### config.mk
export PLATFORM = sky130hd
export DESIGN_NAME = clk_rate_sel
export DESIGN_NICKNAME = d
export VERILOG_FILES = /design/src/rtl/clk_rate_pkg.sv /design/src/rtl/clk_rate_rstsync.sv /design/src/rtl/clk_rate_regs.sv /design/src/rtl/clk_rate_phase.sv /design/src/rtl/clk_rate_strobe.sv /design/src/rtl/clk_rate_sel.sv
export SDC_FILE = /design/constraint.sdc
export NUM_CORES = 1
export LEC_CHECK = 0
export BUFFER_PORTS_ARGS = -buffer_cell sky130_fd_sc_hd__buf_2
export CAP_MARGIN = 20
export CORE_ASPECT_RATIO = 1.2
export CORE_MARGIN = 1
export CORE_UTILIZATION = 45
export DETAILED_ROUTE_END_ITERATION = 8
export PLACE_DENSITY = 0.68
export SKIP_LAST_GASP = 1
export SYNTH_ARGS = -nofsm -noshare
export SYNTH_HDL_FRONTEND = slang
export SYNTH_SLANG_ARGS = --single-unit
### constraint.sdc
create_clock -name clk -period 1 [get_ports clk]
set_input_delay 0.05 -clock clk [delete_from_list [all_inputs] [get_ports clk]]
set_output_delay 0.05 -clock clk [all_outputs]
set_load 0.05 [all_outputs]
### src/rtl/clk_rate_pkg.sv
package clk_rate_pkg;
  localparam int unsigned ADDR_W   = 8;
  localparam int unsigned DATA_W   = 8;
  localparam int unsigned N_PERIPH = 6;
  localparam int unsigned N_OUT    = N_PERIPH + 1;
  localparam int unsigned DIV_SLOW = 12;
  localparam int unsigned DIV_FAST = 6;
  localparam int unsigned CNT_W    = $clog2(DIV_SLOW);
  localparam int unsigned GAP_W    = CNT_W + 1;
  localparam logic [ADDR_W-1:0] CFG_ADDR = 8'h8F;
  localparam logic [DATA_W-1:0] CFG_MASK = 8'h7F;
endpackage

### src/rtl/clk_rate_rstsync.sv
module clk_rate_rstsync #(
  parameter int unsigned STAGES = 2
) (
  input  logic clk,
  input  logic rst_n,
  output logic rst_n_sync
);
  logic [STAGES-1:0] sync_q;

  always_ff @(posedge clk or negedge rst_n) begin
    if (!rst_n) sync_q <= '0;
    else        sync_q <= {sync_q[STAGES-2:0], 1'b1};
  end

  assign rst_n_sync = sync_q[STAGES-1];
endmodule

### src/rtl/clk_rate_regs.sv
module clk_rate_regs
  import clk_rate_pkg::*;
#(
  parameter int unsigned           AW    = ADDR_W,
  parameter int unsigned           DW    = DATA_W,
  parameter int unsigned           NO    = N_OUT,
  parameter logic [ADDR_W-1:0]     ADDR  = CFG_ADDR,
  parameter logic [DATA_W-1:0]     MASK  = CFG_MASK
) (
  input  logic          clk,
  input  logic          rst_n,
  input  logic [AW-1:0] addr,
  input  logic          wr,
  input  logic          rd,
  input  logic [DW-1:0] wdata,
  output logic [DW-1:0] rdata,
  output logic [NO-1:0] cfg
);
  logic [DW-1:0] cfg_q, cfg_d;
  logic          hit;

  assign hit = (addr == ADDR);

  always_comb begin
    cfg_d = cfg_q;
    if (wr && hit) cfg_d = wdata & MASK;
  end

  always_ff @(posedge clk or negedge rst_n) begin
    if (!rst_n) cfg_q <= '0;
    else        cfg_q <= cfg_d;
  end

  always_comb begin
    rdata = '0;
    if (rd && hit) rdata = cfg_q;
  end

  assign cfg = cfg_q[NO-1:0];

  // an addressed write lands in the register
  a_r2_write_lands: assert property (@(posedge clk) disable iff (!rst_n)
    (wr && hit) |=> (cfg_q == ($past(wdata) & MASK)));
  // a write elsewhere leaves the register alone
  a_r4_miss_holds: assert property (@(posedge clk) disable iff (!rst_n)
    (wr && !hit) |=> $stable(cfg_q));
  // the reserved top bit never reads back as one
  a_r3_top_bit_zero: assert property (@(posedge clk) disable iff (!rst_n)
    rdata[DW-1] == 1'b0);
endmodule

### src/rtl/clk_rate_phase.sv
module clk_rate_phase
  import clk_rate_pkg::*;
#(
  parameter int unsigned SLOW = DIV_SLOW,
  parameter int unsigned FAST = DIV_FAST,
  parameter int unsigned CW   = CNT_W
) (
  input  logic clk,
  input  logic rst_n,
  output logic wrap,
  output logic tick_slow,
  output logic tick_fast
);
  logic [CW-1:0] cnt_q, cnt_d;
  logic          slow_q, slow_d, fast_q, fast_d;

  assign wrap = (cnt_q == CW'(SLOW - 1));

  always_comb begin
    cnt_d  = wrap ? '0 : cnt_q + 1'b1;
    slow_d = (cnt_q == '0);
    fast_d = (cnt_q == CW'(FAST));
  end

  always_ff @(posedge clk or negedge rst_n) begin
    if (!rst_n) begin
      cnt_q  <= '0;
      slow_q <= 1'b0;
      fast_q <= 1'b0;
    end else begin
      cnt_q  <= cnt_d;
      slow_q <= slow_d;
      fast_q <= fast_d;
    end
  end

  assign tick_slow = slow_q;
  assign tick_fast = fast_q;

  // the phase counter stays in range
  a_r9_count_range: assert property (@(posedge clk) disable iff (!rst_n)
    cnt_q < CW'(SLOW));
  // mid-period and period-start strobes never overlap
  a_r9_phase_disjoint: assert property (@(posedge clk) disable iff (!rst_n)
    !(slow_q && fast_q));
endmodule

### src/rtl/clk_rate_strobe.sv
module clk_rate_strobe
  import clk_rate_pkg::*;
#(
  parameter int unsigned SLOW = DIV_SLOW,
  parameter int unsigned FAST = DIV_FAST,
  parameter int unsigned GW   = GAP_W
) (
  input  logic clk,
  input  logic rst_n,
  input  logic wrap,
  input  logic tick_slow,
  input  logic tick_fast,
  input  logic sel_double,
  input  logic sel_hold,
  output logic strobe
);
  logic act_double_q, act_hold_q;
  logic act_double_d, act_hold_d;
  logic fast_mode;
  logic strobe_q, strobe_d;

  always_comb begin
    act_double_d = act_double_q;
    act_hold_d   = act_hold_q;
    if (wrap) begin
      act_double_d = sel_double;
      act_hold_d   = sel_hold;
    end
  end

  assign fast_mode = act_double_q && !act_hold_q;

  always_comb strobe_d = tick_slow || (fast_mode && tick_fast);

  always_ff @(posedge clk or negedge rst_n) begin
    if (!rst_n) begin
      act_double_q <= 1'b0;
      act_hold_q   <= 1'b0;
      strobe_q     <= 1'b0;
    end else begin
      act_double_q <= act_double_d;
      act_hold_q   <= act_hold_d;
      strobe_q     <= strobe_d;
    end
  end

  assign strobe = strobe_q;

  // interval tracker used only by the checks below
  logic [GW-1:0] gap_q;
  logic          seen_q;
  always_ff @(posedge clk or negedge rst_n) begin
    if (!rst_n) begin
      gap_q  <= '0;
      seen_q <= 1'b0;
    end else if (strobe_q) begin
      gap_q  <= '0;
      seen_q <= 1'b1;
    end else if (gap_q != '1) begin
      gap_q  <= gap_q + 1'b1;
    end
  end

  // strobe lasts one clock
  a_r8_single_pulse: assert property (@(posedge clk) disable iff (!rst_n)
    strobe_q |=> !strobe_q);
  // strobe spacing is always one of the two legal periods
  a_r8_legal_gap: assert property (@(posedge clk) disable iff (!rst_n)
    (strobe_q && seen_q) |-> (gap_q == GW'(FAST - 1) || gap_q == GW'(SLOW - 1)));
endmodule

### src/rtl/clk_rate_sel.sv
module clk_rate_sel
  import clk_rate_pkg::*;
(
  input  logic              clk,
  input  logic              rst_n,
  input  logic [ADDR_W-1:0] sfr_addr,
  input  logic              sfr_wr,
  input  logic              sfr_rd,
  input  logic [DATA_W-1:0] sfr_wdata,
  output logic [DATA_W-1:0] sfr_rdata,
  output logic              cpu_tick,
  output logic [N_PERIPH-1:0] per_tick
);
  logic             rst_n_s;
  logic [N_OUT-1:0] cfg;
  logic [N_OUT-1:0] ticks;
  logic             wrap, tick_slow, tick_fast;

  clk_rate_rstsync #(.STAGES(2)) u_rst (
    .clk(clk), .rst_n(rst_n), .rst_n_sync(rst_n_s)
  );

  clk_rate_regs u_regs (
    .clk(clk), .rst_n(rst_n_s), .addr(sfr_addr), .wr(sfr_wr), .rd(sfr_rd),
    .wdata(sfr_wdata), .rdata(sfr_rdata), .cfg(cfg)
  );

  clk_rate_phase u_phase (
    .clk(clk), .rst_n(rst_n_s), .wrap(wrap),
    .tick_slow(tick_slow), .tick_fast(tick_fast)
  );

  for (genvar k = 0; k < N_OUT; k++) begin : g_out
    logic hold_bit;
    if (k == 0) begin : g_cpu
      assign hold_bit = 1'b0;
    end else begin : g_per
      assign hold_bit = cfg[k];
    end
    clk_rate_strobe u_strobe (
      .clk(clk), .rst_n(rst_n_s), .wrap(wrap),
      .tick_slow(tick_slow), .tick_fast(tick_fast),
      .sel_double(cfg[0]), .sel_hold(hold_bit), .strobe(ticks[k])
    );
  end

  assign cpu_tick = ticks[0];
  assign per_tick = ticks[N_OUT-1:1];

  // every period-start strobe reaches all outputs together
  a_r9_common_phase: assert property (@(posedge clk) disable iff (!rst_n_s)
    tick_slow |=> (&ticks));
endmodule

# == Word level (Yosys, flattened, before mapping) ==
# Cells that the tools add are included.
# W data, S select, Z words.
# word_totals
ff_bits,29
in_bits,20
out_inout_bits,15
word_cells,54
# op_classes
n_addsub,1
eq_ne,3
muxes,2
reduce_logical,29
# ops
operator,count
$logic_and A1 B1 Y1,15
$eq A8 B8 Y1 const B,1
$logic_or A1 B1 Y1,7
$mux W7,1
$logic_not A1 Y1,6
$add A4 B1 Y4 const B,1
$eq A4 B3 Y1 const B,1
$eq A4 B4 Y1 const B,1
$logic_not A4 Y1,1
$mux W4,1

# == Logic depth before layout (Yosys ltp) ==
# depth
depth_word,4
ltp_mapped,3

# == Modules after synthesis ==
# Synthesis repeated with hierarchy kept, for this count alone.
# hier_totals
hier_cells,102
area_unflattened_um2,1456.4
# modules_own_cells
module,instances,cells_each,area_per_inst_um2
clk_rate_strobe,7,7,108.9
clk_rate_regs,1,27,356.6
clk_rate_phase,1,22,280.3
clk_rate_rstsync,1,3,53.8
clk_rate_sel,1,1,3.8

# == Worst setup path after synthesis ==
# OpenSTA, ideal clock, no wires.
# synth_timing
path_kind,register to register
startpoint,register u_phase.cnt_q[1]
endpoint,register g_out[1].u_strobe.act_hold_q
setup_time_ns,0.125
t_arrival_ns,1.189
required_time_ns,0.875
path_slack_ns,-0.314
stages_incl_launch_ff,4
path_buffers,0
period_less_slack_ns,1.314
path_cell_list,dfrtp_1 ha_1 nand3b_1 mux2_2
# synth_between
elab_chain_len,1
# synth_lines
item,line,rtl
from (decl),clk_rate_phase.sv:14,"logic [CW-1:0] cnt_q, cnt_d;"
from (signal assigned),clk_rate_phase.sv:31,cnt_q <= cnt_d;
$eq A4 B4 Y1,clk_rate_phase.sv:17,assign wrap = (cnt_q == CW'(SLOW - 1));
to (signal assigned),clk_rate_strobe.sv:42,act_hold_q <= act_hold_d;
to (decl),clk_rate_strobe.sv:17,"logic act_double_q, act_hold_q;"
# No other way between the ends.
# A chain may end at the register's enable or synchronous reset.

# == Worst setup path after layout ==
# layout_timing
startpoint,register u_phase.cnt_q[1]
endpoint,register g_out[6].u_strobe.act_hold_q
# layout_between
elab_chain_len,1
# layout_lines
item,line
$eq A4 B4 Y1,clk_rate_phase.sv:17
to (signal assigned),clk_rate_strobe.sv:42
to (decl),clk_rate_strobe.sv:17
# No other way between the ends.

==> flow_summary.toml <==
[status]
outcome = "finished, violations left"
failed_checks = "setup timing"

[die]
core_rows = 20
initial_utilization_pct = 47.6
design.die.area_um2 = 2890
floorplan.io_pins = 35
floorplan.die.height_um = 58.7
core_area_um2 = 2530
die_width_um = 49.2

[sta]
finalSetupViolCount = 21
layout_worst_path_cycle_share_pct = 126
clk_skew_ps = 10.7
timing_hold_violations_final = 0
setup_total_negative_slack_ps = -2710
fmaxAchievable_mhz = 796
fin_worst_setup_slack_ps = -256
timing.final.crit_period_ps = 1260
rsz0062_at_grt = "yes"
finalMaxSlewViolations = 0

[global_route]
grt_antenna_before_repair = 0
grt_most_used_layer = "met2"
vias_in_the_first_global_route = 918
grt_overflow = 0
grtUsageTotal_pct = 19.3
grt.met1_usage_pct = 19.3
grt_pass1_wl_um = 3910
grt_use_met3_pct = 6.46
grt_max_degree = 28
grt.met2_usage_pct = 34.2

[route]
post-route-drc-count = 0
final_antenna_net_count = 0
drt_iter0_drc = 6
finalWirelength_um = 2240
drt_pre_antenna_iters = 3
post_drt_wl_per_cell_um = 12.6
via_total_after_detailed_routing = 832
vias_per_cell = 4.67

[logic_synthesis]
ys_seq_elements = 29
synth.top_cell.area_share_pct = 60.3
post_synth_num_cell_types = 19
synth.yosys.warnings = 0
synth.yosys.seq_area_share_pct = 60.3
netlist_area_um2 = 1200
post_synth_main_area_contributors = "sky130_fd_sc_hd__dfrtp_1 60%, sky130_fd_sc_hd__mux2_2 14%, sky130_fd_sc_hd__and2_1 4.7%, sky130_fd_sc_hd__buf_4 4.4%, sky130_fd_sc_hd__ha_1 3.1%"
mappedNetlistNets = 110
syn-mean-instance-area_um2 = 13.8
post_synth_inst_count = 87
yosysTopAreaCell = "sky130_fd_sc_hd__dfrtp_1"

[final_layout]
finish.net_count = 168
antennaDiodeCount = 0
flow.area_growth_from_synthesis_pct = 46.7
final_standard_cell_area_without_fillers_um2 = 1770
drive_gt1_share_pct = 57.9
final_cell_count_without_fillers = 178

[critical_path]
r2r-start = "u_phase.cnt_q[1]"
critPathMaxFanout = 8
critPathLaunch = "u_phase.cnt_q[1]"
reg2reg_setup_slack_ps = -260
worstSetupEndpointType = "flop"
critPathArrivalTime_ps = 1460
timing_worst_setup_path_type = "flop to flop"
critical_path_start_type = "flop"
worst_setup_path_endpoint = "g_out[6].u_strobe.act_hold_q"
worst_ep_required_time_ps = 1200
worst_r2r_endpoint = "g_out[6].u_strobe.act_hold_q"
timing.reg2reg.worst_path_depth = 4

[clocking]
cts_htree_levels = 2
cts.sink_count = 29
tritoncts.num_buffers = 5
cts.reportedPaths.clkPinSlew_ps = 80
tritoncts = "done"
clock-root-buffer = "sky130_fd_sc_hd__clkbuf_4"
clkLatencyLatePin_ps = 320
bufs_on_longest_clock_path = 2

[power]
p_seq_share_pct = 58.5
design_power_total_mw = 2.08
pwr-share-clk_pct = 33.4
irDropWorstVdd_mv = 0.997
swShare_pct = 21.5
share_comb_of_total_power_pct = 8.1
cellLeakagePower_nw = 0.966
p_sw_mw = 0.447
power-per-cell-area_nw_per_um2 = 1180
power_report.internal_total_mw = 1.64

[place]
placement.cell_area_um2 = 1430
dp_slack_ps = -285
placed_cells_incl_taps = 153
finalWeightedCongestion = 0.655
dp.final_hpwl_um = 1400
io_buffer_count = 32

[hold_path]
hold_path.class = "input pin to async pin"

[job]
number_of_violations_of_the_max_capacitance_limit = 0
## sequential cells by signal (all words and copies together) (netlist names)
| name | flops |
|---|---|
| u_phase.tick_fast | 1 |
| u_phase.cnt_q | 4 |
| u_regs.cfg_q | 7 |
| g_out.u_strobe.act_double_q | 1 |
| g_out.u_strobe.strobe | 7 |
| g_out.u_strobe.act_hold_q | 6 |
| u_rst.sync_q | 2 |
| u_phase.tick_slow | 1 |
## kinds of logic (layout without fill, tap and decap cells)
group / Yosys count / count (layout) / share of synthesized area, %
adders and majority gates: 3 / 3 / 3.12
muxes: 15 / 15 / 14.0
DFF: 29 / 29 / 60.3
buffers and inverters: 11 / 69 / 5.61
other: 2 / 2 / 0.624
and+or+nand+nor: 18 / 18 / 12.1
AOI/OAI and AO/OA: 8 / 8 / 3.53
xor gates and xnor gates: 1 / 1 / 0.728
## worst max-delay path: stages, from the launching register on
cell and delay [ps]:
sky130_fd_sc_hd__dfrtp_1 400, sky130_fd_sc_hd__ha_2 190, sky130_fd_sc_hd__nand3b_1 100, sky130_fd_sc_hd__buf_6 160, sky130_fd_sc_hd__mux2_4 300
## layout make-up
type	instances	area, µm²
Sequential cell	29	726
Inverter	4	15.0
Fill cell	177	762
Clock buffer	7	55.1
Tap cell	33	41.3
Multi-Input combinational cell	47	463
Timing Repair Buffer	58	465
## layout by cell type, fill, tap and decap left out, drive strengths merged, types with 2 or more instances in the layout
cell          n
buf          50
dfrtp        29
mux2         15
and2          9
dlygate4sd3   8
a21oi         7
clkbuf        7
inv           4
ha            3
conb          2
## per-stage QoR
step / utilization [%] / hold WS (ps)
after CTS: 68.9 / 20.1
after detailed placement: 56.5 / -164
after global routing: 69.9 / 22.0
after global placement: 56.5 / -166
final: 69.9 / 38.7
after floorplan: - / -246
## what timing repair did
action | CTS | global route
resized for setup | 38 | 3
setup buffers | 8 | 2
setup endpoints to repair | 18 | 20
pin swaps | 2 | 3
endpoints found under the hold margin | 9 | 0
hold buffers | 8 | 0
## power by group through the flow
| stage | clock network, mW | registers, mW | logic [mW] |
|---|---|---|---|
| 4_1_cts | 0.721 | 1.22 | 0.165 |
| 2_1_floorplan | 0 | 1.25 | 0.0428 |
| 3_3_place_gp | 0 | 1.24 | 0.102 |
| 6_report | 0.697 | 1.22 | 0.169 |
| 3_5_place_dp | 0 | 1.24 | 0.107 |
| 5_1_grt | 0.788 | 1.22 | 0.184 |
## worst min-delay path by stage
stage | start | end | slack (ps)
final | rst_n | u_rst.sync_q[0] | 40
after global routing | rst_n | u_rst.sync_q[1] | 20
after CTS | rst_n | u_rst.sync_q[1] | 20
after detailed placement | rst_n | u_rst.sync_q[1] | -160
after global placement | rst_n | u_rst.sync_q[1] | -170
after floorplan | rst_n | u_rst.sync_q[0] | -250
## Yosys cell counts
| cell type | instances |
|---|---|
| sky130_fd_sc_hd__xnor2_1 | 1 |
| sky130_fd_sc_hd__conb_1 | 2 |
| sky130_fd_sc_hd__nand3_4 | 1 |
| sky130_fd_sc_hd__dfrtp_1 | 29 |
| sky130_fd_sc_hd__buf_4 | 7 |
| sky130_fd_sc_hd__mux2_2 | 15 |
| sky130_fd_sc_hd__and3_2 | 1 |
| sky130_fd_sc_hd__nor2_1 | 1 |
| sky130_fd_sc_hd__a21o_1 | 1 |
| sky130_fd_sc_hd__nand3b_1 | 1 |
| sky130_fd_sc_hd__ha_1 | 3 |
| sky130_fd_sc_hd__nor4b_4 | 1 |
| sky130_fd_sc_hd__and2_1 | 9 |
| sky130_fd_sc_hd__inv_1 | 4 |
| sky130_fd_sc_hd__and3b_1 | 1 |
| sky130_fd_sc_hd__nand2_1 | 1 |
| sky130_fd_sc_hd__a21oi_1 | 7 |
| sky130_fd_sc_hd__and4_1 | 1 |
| sky130_fd_sc_hd__nor3b_1 | 1 |
## layer usage
layer	share of wire, %	routed length, µm
met2	55	1220
met3	5.0	112
met1	38	848
met4	2.5	57
met5	0	0
Note: power is estimated with default switching activity, not from simulation.
